===== src/rtl/dcol_pkg.sv =====
package dcol_pkg;
  localparam int unsigned SCORE_W = 16;
  typedef logic signed [SCORE_W-1:0] score_t;
  localparam score_t SCORE_NEG_INF = {1'b1, {(SCORE_W-1){1'b0}}};
  localparam score_t SCORE_POS_MAX = {1'b0, {(SCORE_W-1){1'b1}}};
endpackage


===== src/rtl/dcol_bsum.sv =====
module dcol_bsum
  import dcol_pkg::*;
#(
  parameter int unsigned N_ELEM = 8,
  parameter int unsigned WW     = SCORE_W + 5
) (
  input  logic                        clk_i,
  input  logic                        rst_ni,
  input  logic                        load_i,
  input  logic [N_ELEM*SCORE_W-1:0]   b_vec_i,
  output logic signed [WW-1:0]        psum_o [N_ELEM]
);
  typedef logic signed [WW-1:0] wide_t;

  wide_t run [N_ELEM];

  // ripple chain: evaluated once per profile load, off the column path
  always_comb begin
    wide_t acc;
    acc    = '0;
    run[0] = '0;
    for (int j = 1; j < int'(N_ELEM); j++) begin
      acc    = acc + wide_t'(score_t'(b_vec_i[j*SCORE_W +: SCORE_W]));
      run[j] = acc;
    end
  end

  always_ff @(posedge clk_i or negedge rst_ni) begin
    if (!rst_ni) begin
      for (int j = 0; j < int'(N_ELEM); j++) psum_o[j] <= '0;
    end else if (load_i) begin
      for (int j = 0; j < int'(N_ELEM); j++) psum_o[j] <= run[j];
    end
  end

  wide_t b1_ext;
  assign b1_ext = wide_t'(score_t'(b_vec_i[SCORE_W +: SCORE_W]));

  // after a load the base term is zero and the first term is B[1]
  a_r7_bsum_load: assert property (@(posedge clk_i) disable iff (!rst_ni)
    load_i |=> (psum_o[0] == '0) && (psum_o[1] == $past(b1_ext)));

  // running sum is held between loads
  a_r7_bsum_hold: assert property (@(posedge clk_i) disable iff (!rst_ni)
    !load_i |=> $stable(psum_o[N_ELEM-1]));
endmodule


===== src/rtl/dcol_bk_prefix.sv =====
module dcol_bk_prefix #(
  parameter int unsigned NT = 8,
  parameter int unsigned WW = 21
) (
  input  logic                 clk_i,
  input  logic                 rst_ni,
  input  logic signed [WW-1:0] x_i [NT],
  output logic signed [WW-1:0] y_o [NT]
);
  localparam int unsigned LG = $clog2(NT);
  localparam int unsigned LV = 2 * LG - 1;

  typedef logic signed [WW-1:0] wide_t;

  wide_t stg [LV+1][NT];

  for (genvar i = 0; i < NT; i++) begin : g_in
    assign stg[0][i] = x_i[i];
  end

  for (genvar l = 0; l < LV; l++) begin : g_lvl
    localparam bit UP = (l < LG);
    // up-sweep spans double; down-sweep spans halve back
    localparam int DIST = UP ? (1 << l) : (1 << (2 * LG - 2 - l));
    wide_t nxt [NT];

    for (genvar i = 0; i < NT; i++) begin : g_el
      localparam bit ACT = UP ? (((i + 1) % (2 * DIST)) == 0)
                              : ((((i + 1) % (2 * DIST)) == DIST) && (i >= 2 * DIST));
      if (ACT) begin : g_op
        assign nxt[i] = (stg[l][i-DIST] > stg[l][i]) ? stg[l][i-DIST] : stg[l][i];
      end else begin : g_pass
        assign nxt[i] = stg[l][i];
      end
    end

    always_ff @(posedge clk_i or negedge rst_ni) begin
      if (!rst_ni) begin
        for (int i = 0; i < int'(NT); i++) stg[l+1][i] <= '0;
      end else begin
        for (int i = 0; i < int'(NT); i++) stg[l+1][i] <= nxt[i];
      end
    end
  end

  for (genvar i = 0; i < NT; i++) begin : g_out
    assign y_o[i] = stg[LV][i];
  end

  // a completed max-prefix never decreases along the vector
  for (genvar i = 1; i < NT; i++) begin : g_chk
    a_r2_prefix_monotone: assert property (@(posedge clk_i) disable iff (!rst_ni)
      y_o[i] >= y_o[i-1]);
  end
endmodule


===== src/rtl/dcol_maxscan.sv =====
module dcol_maxscan
  import dcol_pkg::*;
#(
  parameter int unsigned N_ELEM = 8,
  parameter int unsigned TILES  = 1
) (
  input  logic                      clk_i,
  input  logic                      rst_ni,
  input  logic                      b_load_i,
  input  logic [N_ELEM*SCORE_W-1:0] b_vec_i,
  input  logic                      col_valid_i,
  input  logic [N_ELEM*SCORE_W-1:0] a_vec_i,
  output logic                      d_valid_o,
  output logic [N_ELEM*SCORE_W-1:0] d_vec_o
);
  localparam int unsigned SW     = SCORE_W;
  localparam int unsigned LGN    = $clog2(N_ELEM);
  localparam int unsigned WW     = SW + LGN + 2;
  localparam int unsigned NT     = N_ELEM / TILES;
  localparam int unsigned LGT    = $clog2(NT);
  localparam int unsigned BK_LV  = 2 * LGT - 1;
  localparam int unsigned MERGE  = (TILES > 1) ? 1 : 0;
  localparam int unsigned STAGES = BK_LV + MERGE;
  localparam int unsigned LAT    = STAGES - 1;
  localparam int unsigned CW     = $clog2(LAT + 3) + 1;

  typedef logic signed [WW-1:0] wide_t;
  localparam wide_t W_NEG   = {1'b1, {(WW-1){1'b0}}};
  localparam wide_t W_POS   = wide_t'(SCORE_POS_MAX);
  localparam wide_t W_FLOOR = -W_POS;

  function automatic wide_t widen(input score_t s);
    return (s == SCORE_NEG_INF) ? W_NEG : wide_t'(s);
  endfunction

  function automatic wide_t wmax(input wide_t x, input wide_t y);
    return (x > y) ? x : y;
  endfunction

  score_t a_el [N_ELEM];
  wide_t  psum [N_ELEM];
  wide_t  c_w  [N_ELEM];
  wide_t  pre  [N_ELEM];
  wide_t  scan [N_ELEM];

  dcol_bsum #(.N_ELEM(N_ELEM), .WW(WW)) u_bsum (
    .clk_i  (clk_i),
    .rst_ni (rst_ni),
    .load_i (b_load_i),
    .b_vec_i(b_vec_i),
    .psum_o (psum)
  );

  for (genvar j = 0; j < N_ELEM; j++) begin : g_diff
    assign a_el[j] = score_t'(a_vec_i[j*SW +: SW]);
    // minus infinity bypasses the subtraction
    assign c_w[j]  = (a_el[j] == SCORE_NEG_INF) ? W_NEG : widen(a_el[j]) - psum[j];
  end

  for (genvar t = 0; t < TILES; t++) begin : g_tile
    wide_t t_in  [NT];
    wide_t t_out [NT];
    for (genvar i = 0; i < NT; i++) begin : g_map
      assign t_in[i]       = c_w[t*NT + i];
      assign pre[t*NT + i] = t_out[i];
    end
    dcol_bk_prefix #(.NT(NT), .WW(WW)) u_bk (
      .clk_i (clk_i),
      .rst_ni(rst_ni),
      .x_i   (t_in),
      .y_o   (t_out)
    );
  end

  if (MERGE != 0) begin : g_merge
    wide_t mrg [N_ELEM];
    // ripple over tile maxima: TILES-1 comparators deep
    always_comb begin
      wide_t run;
      run = W_NEG;
      for (int t = 0; t < int'(TILES); t++) begin
        for (int i = 0; i < int'(NT); i++) mrg[t*NT + i] = wmax(pre[t*NT + i], run);
        run = wmax(run, pre[t*NT + NT - 1]);
      end
    end
    always_ff @(posedge clk_i or negedge rst_ni) begin
      if (!rst_ni) begin
        for (int j = 0; j < int'(N_ELEM); j++) scan[j] <= '0;
      end else begin
        for (int j = 0; j < int'(N_ELEM); j++) scan[j] <= mrg[j];
      end
    end
  end else begin : g_nomerge
    for (genvar j = 0; j < N_ELEM; j++) begin : g_pass
      assign scan[j] = pre[j];
    end
  end

  // sideband: A and B' travel with their column for the add-back and compare
  score_t            sb_a [STAGES][N_ELEM];
  wide_t             sb_p [STAGES][N_ELEM];
  logic [STAGES-1:0] vld_q;

  always_ff @(posedge clk_i or negedge rst_ni) begin
    if (!rst_ni) begin
      vld_q <= '0;
      for (int s = 0; s < int'(STAGES); s++) begin
        for (int j = 0; j < int'(N_ELEM); j++) begin
          sb_a[s][j] <= '0;
          sb_p[s][j] <= '0;
        end
      end
    end else begin
      vld_q[0] <= col_valid_i;
      for (int j = 0; j < int'(N_ELEM); j++) begin
        sb_a[0][j] <= a_el[j];
        sb_p[0][j] <= psum[j];
      end
      for (int s = 1; s < int'(STAGES); s++) begin
        vld_q[s] <= vld_q[s-1];
        for (int j = 0; j < int'(N_ELEM); j++) begin
          sb_a[s][j] <= sb_a[s-1][j];
          sb_p[s][j] <= sb_p[s-1][j];
        end
      end
    end
  end

  assign d_valid_o = vld_q[STAGES-1];

  score_t d_el [N_ELEM];

  for (genvar j = 0; j < N_ELEM; j++) begin : g_out
    wide_t s_sum, a_w, best;
    assign s_sum   = (scan[j] == W_NEG) ? W_NEG : scan[j] + sb_p[STAGES-1][j];
    assign a_w     = widen(sb_a[STAGES-1][j]);
    assign best    = wmax(s_sum, a_w);
    assign d_el[j] = (best > W_POS)   ? SCORE_POS_MAX :
                     (best < W_FLOOR) ? SCORE_NEG_INF : score_t'(best[SW-1:0]);
    assign d_vec_o[j*SW +: SW] = d_el[j];

    // the result never falls below the column's own candidate
    a_r2_not_below_a: assert property (@(posedge clk_i) disable iff (!rst_ni)
      d_valid_o |-> (d_el[j] >= sb_a[STAGES-1][j]));
  end

  // in-flight count for the strobe checks
  logic [CW-1:0] inflight_q;
  always_ff @(posedge clk_i or negedge rst_ni) begin
    if (!rst_ni) inflight_q <= '0;
    else         inflight_q <= inflight_q + CW'(col_valid_i) - CW'(d_valid_o);
  end

  // a strobe always belongs to an accepted column
  a_r6_valid_has_source: assert property (@(posedge clk_i) disable iff (!rst_ni)
    d_valid_o |-> (inflight_q != '0));

  // no column is held longer than the pipeline depth
  a_r6_inflight_bound: assert property (@(posedge clk_i) disable iff (!rst_ni)
    inflight_q <= CW'(LAT + 1));

  // the first element is the first candidate
  a_r2_head_equals_a: assert property (@(posedge clk_i) disable iff (!rst_ni)
    d_valid_o |-> (d_el[0] == sb_a[STAGES-1][0]));
endmodule


===== config.mk =====
export PLATFORM = sky130hd
export DESIGN_NAME = dcol_maxscan
export DESIGN_NICKNAME = d
export VERILOG_FILES = /design/src/rtl/dcol_pkg.sv /design/src/rtl/dcol_bsum.sv /design/src/rtl/dcol_bk_prefix.sv /design/src/rtl/dcol_maxscan.sv
export SDC_FILE = /design/constraint.sdc
export NUM_CORES = 2
export LEC_CHECK = 0
export BUFFER_PORTS_ARGS = -buffer_cell sky130_fd_sc_hd__buf_2
export CAP_MARGIN = 20
export CORE_ASPECT_RATIO = 0.9
export CORE_MARGIN = 1.5
export CORE_UTILIZATION = 35
export CTS_CLUSTER_SIZE = 28
export DETAILED_ROUTE_END_ITERATION = 6
export SKIP_CTS_REPAIR_TIMING = 1
export SLEW_MARGIN = 25
export SYNTH_ARGS = -nofsm -noshare
export SYNTH_HDL_FRONTEND = slang
export SYNTH_SLANG_ARGS = --single-unit

===== constraint.sdc =====
create_clock -name clk_i -period 8.7 [get_ports clk_i]
set_clock_uncertainty 0.05 [all_clocks]
set_input_delay 1.74 -clock clk_i [delete_from_list [all_inputs] [get_ports clk_i]]
set_output_delay 1.74 -clock clk_i [all_outputs]
set_load 0.02 [all_outputs]

### Yosys cells after proc, flatten, opt, wreduce, memory -nomap -nowiden

Index checks and enable logic that the tools add are counted.

* logic and storage cells: 268
* latch bits: 0
* memories: 0
* flip-flop bits (word level): 2313
* bits in read-only memories: 0
* memory bits (writable): 0

* $lt $le $gt $ge: 35
* add/sub/neg operators: 20
* equal/unequal tests: 24
* multipliers: 0
* bitwise logic cells: 0
* mux-type cells: 66
* div/mod/pow operators: 0
* reduce and logical (&&, ||, !) cells: 0
* shift-type cells: 0

Operators with widths (count)
* $mux W21: 50
* $gt A21 B21 Y1: 19
* $eq A16 B16 Y1 const B: 16
* $mux W16: 16
* $eq A21 B21 Y1 const B: 8
* $gt A21 B16 Y1 const B: 8
* $lt A21 B16 Y1 const B: 8
* $add A21 B16 Y21: 5
* $add A21 B21 Y21: 5
* $sub A21 B21 Y21: 5
* $add A21 B17 Y21: 1
* $sub A21 B16 Y21: 1
* $sub A21 B17 Y21: 1
* $add A17 B16 Y18: 1
* $add A16 B16 Y17: 1

### Longest topological paths before layout

* depth in word-level cells: 7
* depth in mapped cells: 42

### Cells and area by module

From an unflattened synthesis, not the netlist that was laid out.

* cell total of the unflattened synthesis: 9895
* area, all modules: 110021.8 sq um

Modules (own cells, without submodules)
* dcol_maxscan: times used 1, seq. area each 37160.6 sq um, cells an instance 5332, area an instance 62286.0 sq um
* dcol_bk_prefix: times used 1, seq. area each 21020.2 sq um, cells an instance 3528, area an instance 37518.5 sq um
* dcol_bsum: times used 1, seq. area each 3303.2 sq um, cells an instance 1035, area an instance 10217.3 sq um

### Worst setup path before layout

No wires, ideal clock.

* kind: input to register
* start: input port b_vec_i[16]
* end: register u_bsum.psum_o[20] (netlist bit)
* setup slack: -0.659 ns
* stages: 39
* library setup time: 0.137 ns
* arrival: 9.172 ns
* required time: 8.513 ns
* cell sequence: ha_1 fa_1 a21o_1 a21oi_1 o21bai_1 a21oi_1 o21bai_1 a21oi_1 xnor2_1 ha_1 and3_1 a2111oi_0 nor2_1 xor2_1 ha_1 a31oi_1 o21ai_0 o21a_1 [3 not listed] a21oi_1 o21ai_0 xor2_1 ha_1 and4_1 nand2_1 o211ai_1 or2_2 xor2_1 ha_1 or2_2 a21oi_1 a31oi_1 a21o_1 a21oi_1 xnor2_1 xnor2_1 a21oi_1

RTL lines
* from (decl): line dcol_maxscan.sv:10 `input logic [N_ELEM*SCORE_W-1:0] b_vec_i,`
* to (decl): line dcol_bsum.sv:11 `output logic signed [WW-1:0] psum_o [N_ELEM]`

==> results.md <==
* Longest Clk Path Bufs at 4
* Crit-path max FO at 4
* DR vias/cell at 4.93
* Reg-to-Reg End: g_tile[0].u_bk.g_lvl[1].nxt[53]
* Register area share after synthesis at about three fifths
* Top cell type's share of synthesized area at 60.9%
* Cell Rows at approximately 180
* Setup TNS at -0.00411 ns
* WHS at 0.262 ns
* Min-delay src: sb_p[339]
* Kind of critical path: primary input to flop
* Depth of the worst register-to-register path at 19
* CP Depth at 45
* Failing checks: setup timing
* Die ar. at around 0.27 mm²
* Number of I/O port buffers at 372
* Syn_area_per_cell at about 12 µm²
* Register bit total from synthesis at about 2300
* Dpl cells at 11607
* Top post-synthesis cells by area: dfrtp_1, ha_1, a21oi_1
* Period Utilization, post-route at 100%
* Slew Limit Headroom at between 20% and 30%
* XOR/XNOR Fraction of Synth Area at under 10%
* Max Freq at 0.115 GHz
* H-tree depth at 4
* Status: finished with violations
* CP Launch Point: b_vec_i[16]
* CP Data Arrival Time at 9.37 ns
* Largest net degree at the start of global routing at 199
* Synth Area in Compound Gates at between 10% and 20%
* Synth Cell Area at 0.0934 mm²
* Largest area contributor in the netlist: dfrtp_1
* Final Slew Violations at 0
* Top_reg_cell synth: dfrtp_1
* Initial core utilization at a little over a third
* Reg-to-Reg Start: u_bsum.psum_o[64]
* DRT antenna net count at 0
* Syn nets at approximately 8700
* Die Width at 548 µm
* Final GP Congestion at between 0.8 and 0.9
* Num CTS Buffers at about 230
* # DRC at 0
* Sink Count at around 2300
* Global-route wire length before repair at 380000 µm
* Initial antenna violation count at 60
* Hold crit path type: flop to flop
* CP Data Required Time at roughly 9.4 ns
* Count of cell types in the netlist at 95
* Cells after Synth at 7619
* Detailed placement HPWL at ~200000 µm
* Post-synthesis mux area share at under 10%
* DR iter-0 viols at 4453
* Final setup margin at -0.00411 ns
* Area fraction in and, or, nand and nor cells after synthesis at under 10%
* Crit. End Element: flop
* Die Y at between 400 and 500 µm
* Final setup violation count at 1
* Worst-Margin Slew at around 1.1 ns
* Drt first pass iters at 6
* Filler cells at between 20000 and 25000
* Yosys Warn Count at 0
* Critical Path Sink: u_bsum.psum_o[20]
* CTS tree: yes
* Clk pin slew, worst setup/hold paths at approximately 0.07 ns
* Most frequent CP cell: buf_4
* Slowest-stage cell, CP: o211ai_1
* RSZ-0062 raised after global routing: yes
* Via count at ~59000
* GRT Residual Overflow at 0
* Synth Area in Adders at 10.9%
* GRT Total Usage at 18.8%
* Area Overhead vs Synth at 18.7%
* Core area at 0.265 mm²
* Final net count at ~9400
* DRT Wirelength at 257000 µm
* Final Hold Viols at 0
* Routed length per instance at roughly 21 µm
* Max-cap viol count at 0
* Post-synth EDFFs at 0
* Fin cells at approximately 12000
* CP delay by family, top: compound AO/OA/AOI/OAI gates
* Setup crit start kind: primary input
* Ys async rst share at 100%
* R2R Setup Slk at ~2.6 ns
* I/O pins at just under 400
* Max incr delay on CP at 0.34 ns
* Layout cells sized above 1 at 18.3%
* Crit path buffers/inverters at 10
* Post-layout min period at between 8 and 9 ns
* Largest family of logic cells by synthesized area: adder cells
* Number of global-route vias before repair at slightly below 60000
* Root Buffer: clkbuf_16
* Clk_lat worst skew at roughly 0.90 ns
flip-flops by register name, indices dropped and copies added, names as in the netlist:
signal / cells
g_tile.u_bk.g_lvl.nxt: 509
g_tile.u_bk.y_o: 164
u_bsum.psum_o: 135
sb_a: 640
g_tile.u_bk.stg: 147
sb_p: 675
vld_q: 5
layer usage:
| metal | wire [µm] | GRT usage (%) | vias to the layer above |
|---|---|---|---|
| met1 | 124000 | 27.7 | 29831 |
| li1 | - | - | 27774 |
| met5 | 203 | 0 | - |
| met4 | 8240 | 5.39 | 34 |
| met2 | 111000 | 28.2 | 1421 |
| met3 | 13400 | 3.31 | 366 |
final cells by class:
cell class	count	area (µm²)	area share, %
diodes	14	35.0	0.0316
clock buffers	309	6380	5.75
clock inverters	96	1280	1.15
inverters	532	2000	1.80
multi-input cells	4546	34700	31.3
flip-flops and latches	2275	56900	51.4
well taps	3529	4420	3.98
repair buffers	762	5090	4.60
kinds of logic after synthesis:
group | after synthesis
flip-flops | 2275
buffers and inverters | 799
AO/OA/AOI/OAI | 1548
adder cells (fa/ha/maj) | 799
multiplexers | 237
AND/OR/NAND/NOR | 1651
XOR/XNOR | 310
cell usage in the layout (no fill, tap or decap), drive strengths merged, types with 195 or more instances in the layout:
cell | synthesis | routed
a21oi | 440 | 440
ha | 779 | 779
dfrtp | 2275 | 2275
o21ai | 430 | 430
mux2 | 194 | 195
inv | 531 | 551
nand2 | 442 | 442
a21o | 212 | 212
buf | 20 | 761
clkbuf | 247 | 310
nor2 | 365 | 365
through the flow:
stage	area, µm²	utilization (%)	setup slack (ns)
2_1_floorplan	93500	-	-0.0808
3_3_place_gp	102000	38.4	-1.31
3_5_place_dp	102000	38.4	-1.39
4_1_cts	109000	41.3	-0.490
5_1_grt	111000	41.8	-0.339
6_report	111000	41.8	-0.00411
synth_stat cells, drive strengths merged, types with 20 or more instances:
| library cell | instances |
|---|---|
| and3 | 45 |
| fa | 20 |
| nand2b | 56 |
| mux2 | 194 |
| xor2 | 122 |
| ha | 779 |
| nor4 | 90 |
| or3 | 44 |
| o21ai | 430 |
| o211ai | 26 |
| nor2 | 365 |
| a21oi | 440 |
| buf | 20 |
| a31oi | 53 |
| and2 | 82 |
| nand4 | 90 |
| a21o | 212 |
| clkbuf | 247 |
| xnor2 | 188 |
| nor2b | 85 |
| o31ai | 23 |
| nor3 | 122 |
| o21a | 114 |
| mux2i | 43 |
| o21bai | 51 |
| inv | 531 |
| a211oi | 28 |
| and4 | 23 |
| nand3b | 25 |
| dfrtp | 2275 |
| or2 | 28 |
| nand3 | 98 |
| nand2 | 442 |
worst min path at each step:
stage / cells past startpoint / to / slack (ns)
floorplan: 0 / g_tile[0].u_bk.g_lvl[2].nxt[105] / 0.28
global placement: 0 / vld_q[1] / 0.28
detailed placement: 0 / g_tile[0].u_bk.g_lvl[2].nxt[123] / 0.28
CTS: 0 / sb_p[171] / 0.25
global route: 0 / sb_a[239] / 0.27
finish: 0 / sb_p[171] / 0.26
Power is not shown: default switching activity piles up to over one toggle a cycle in this logic, so the estimate is an artifact.
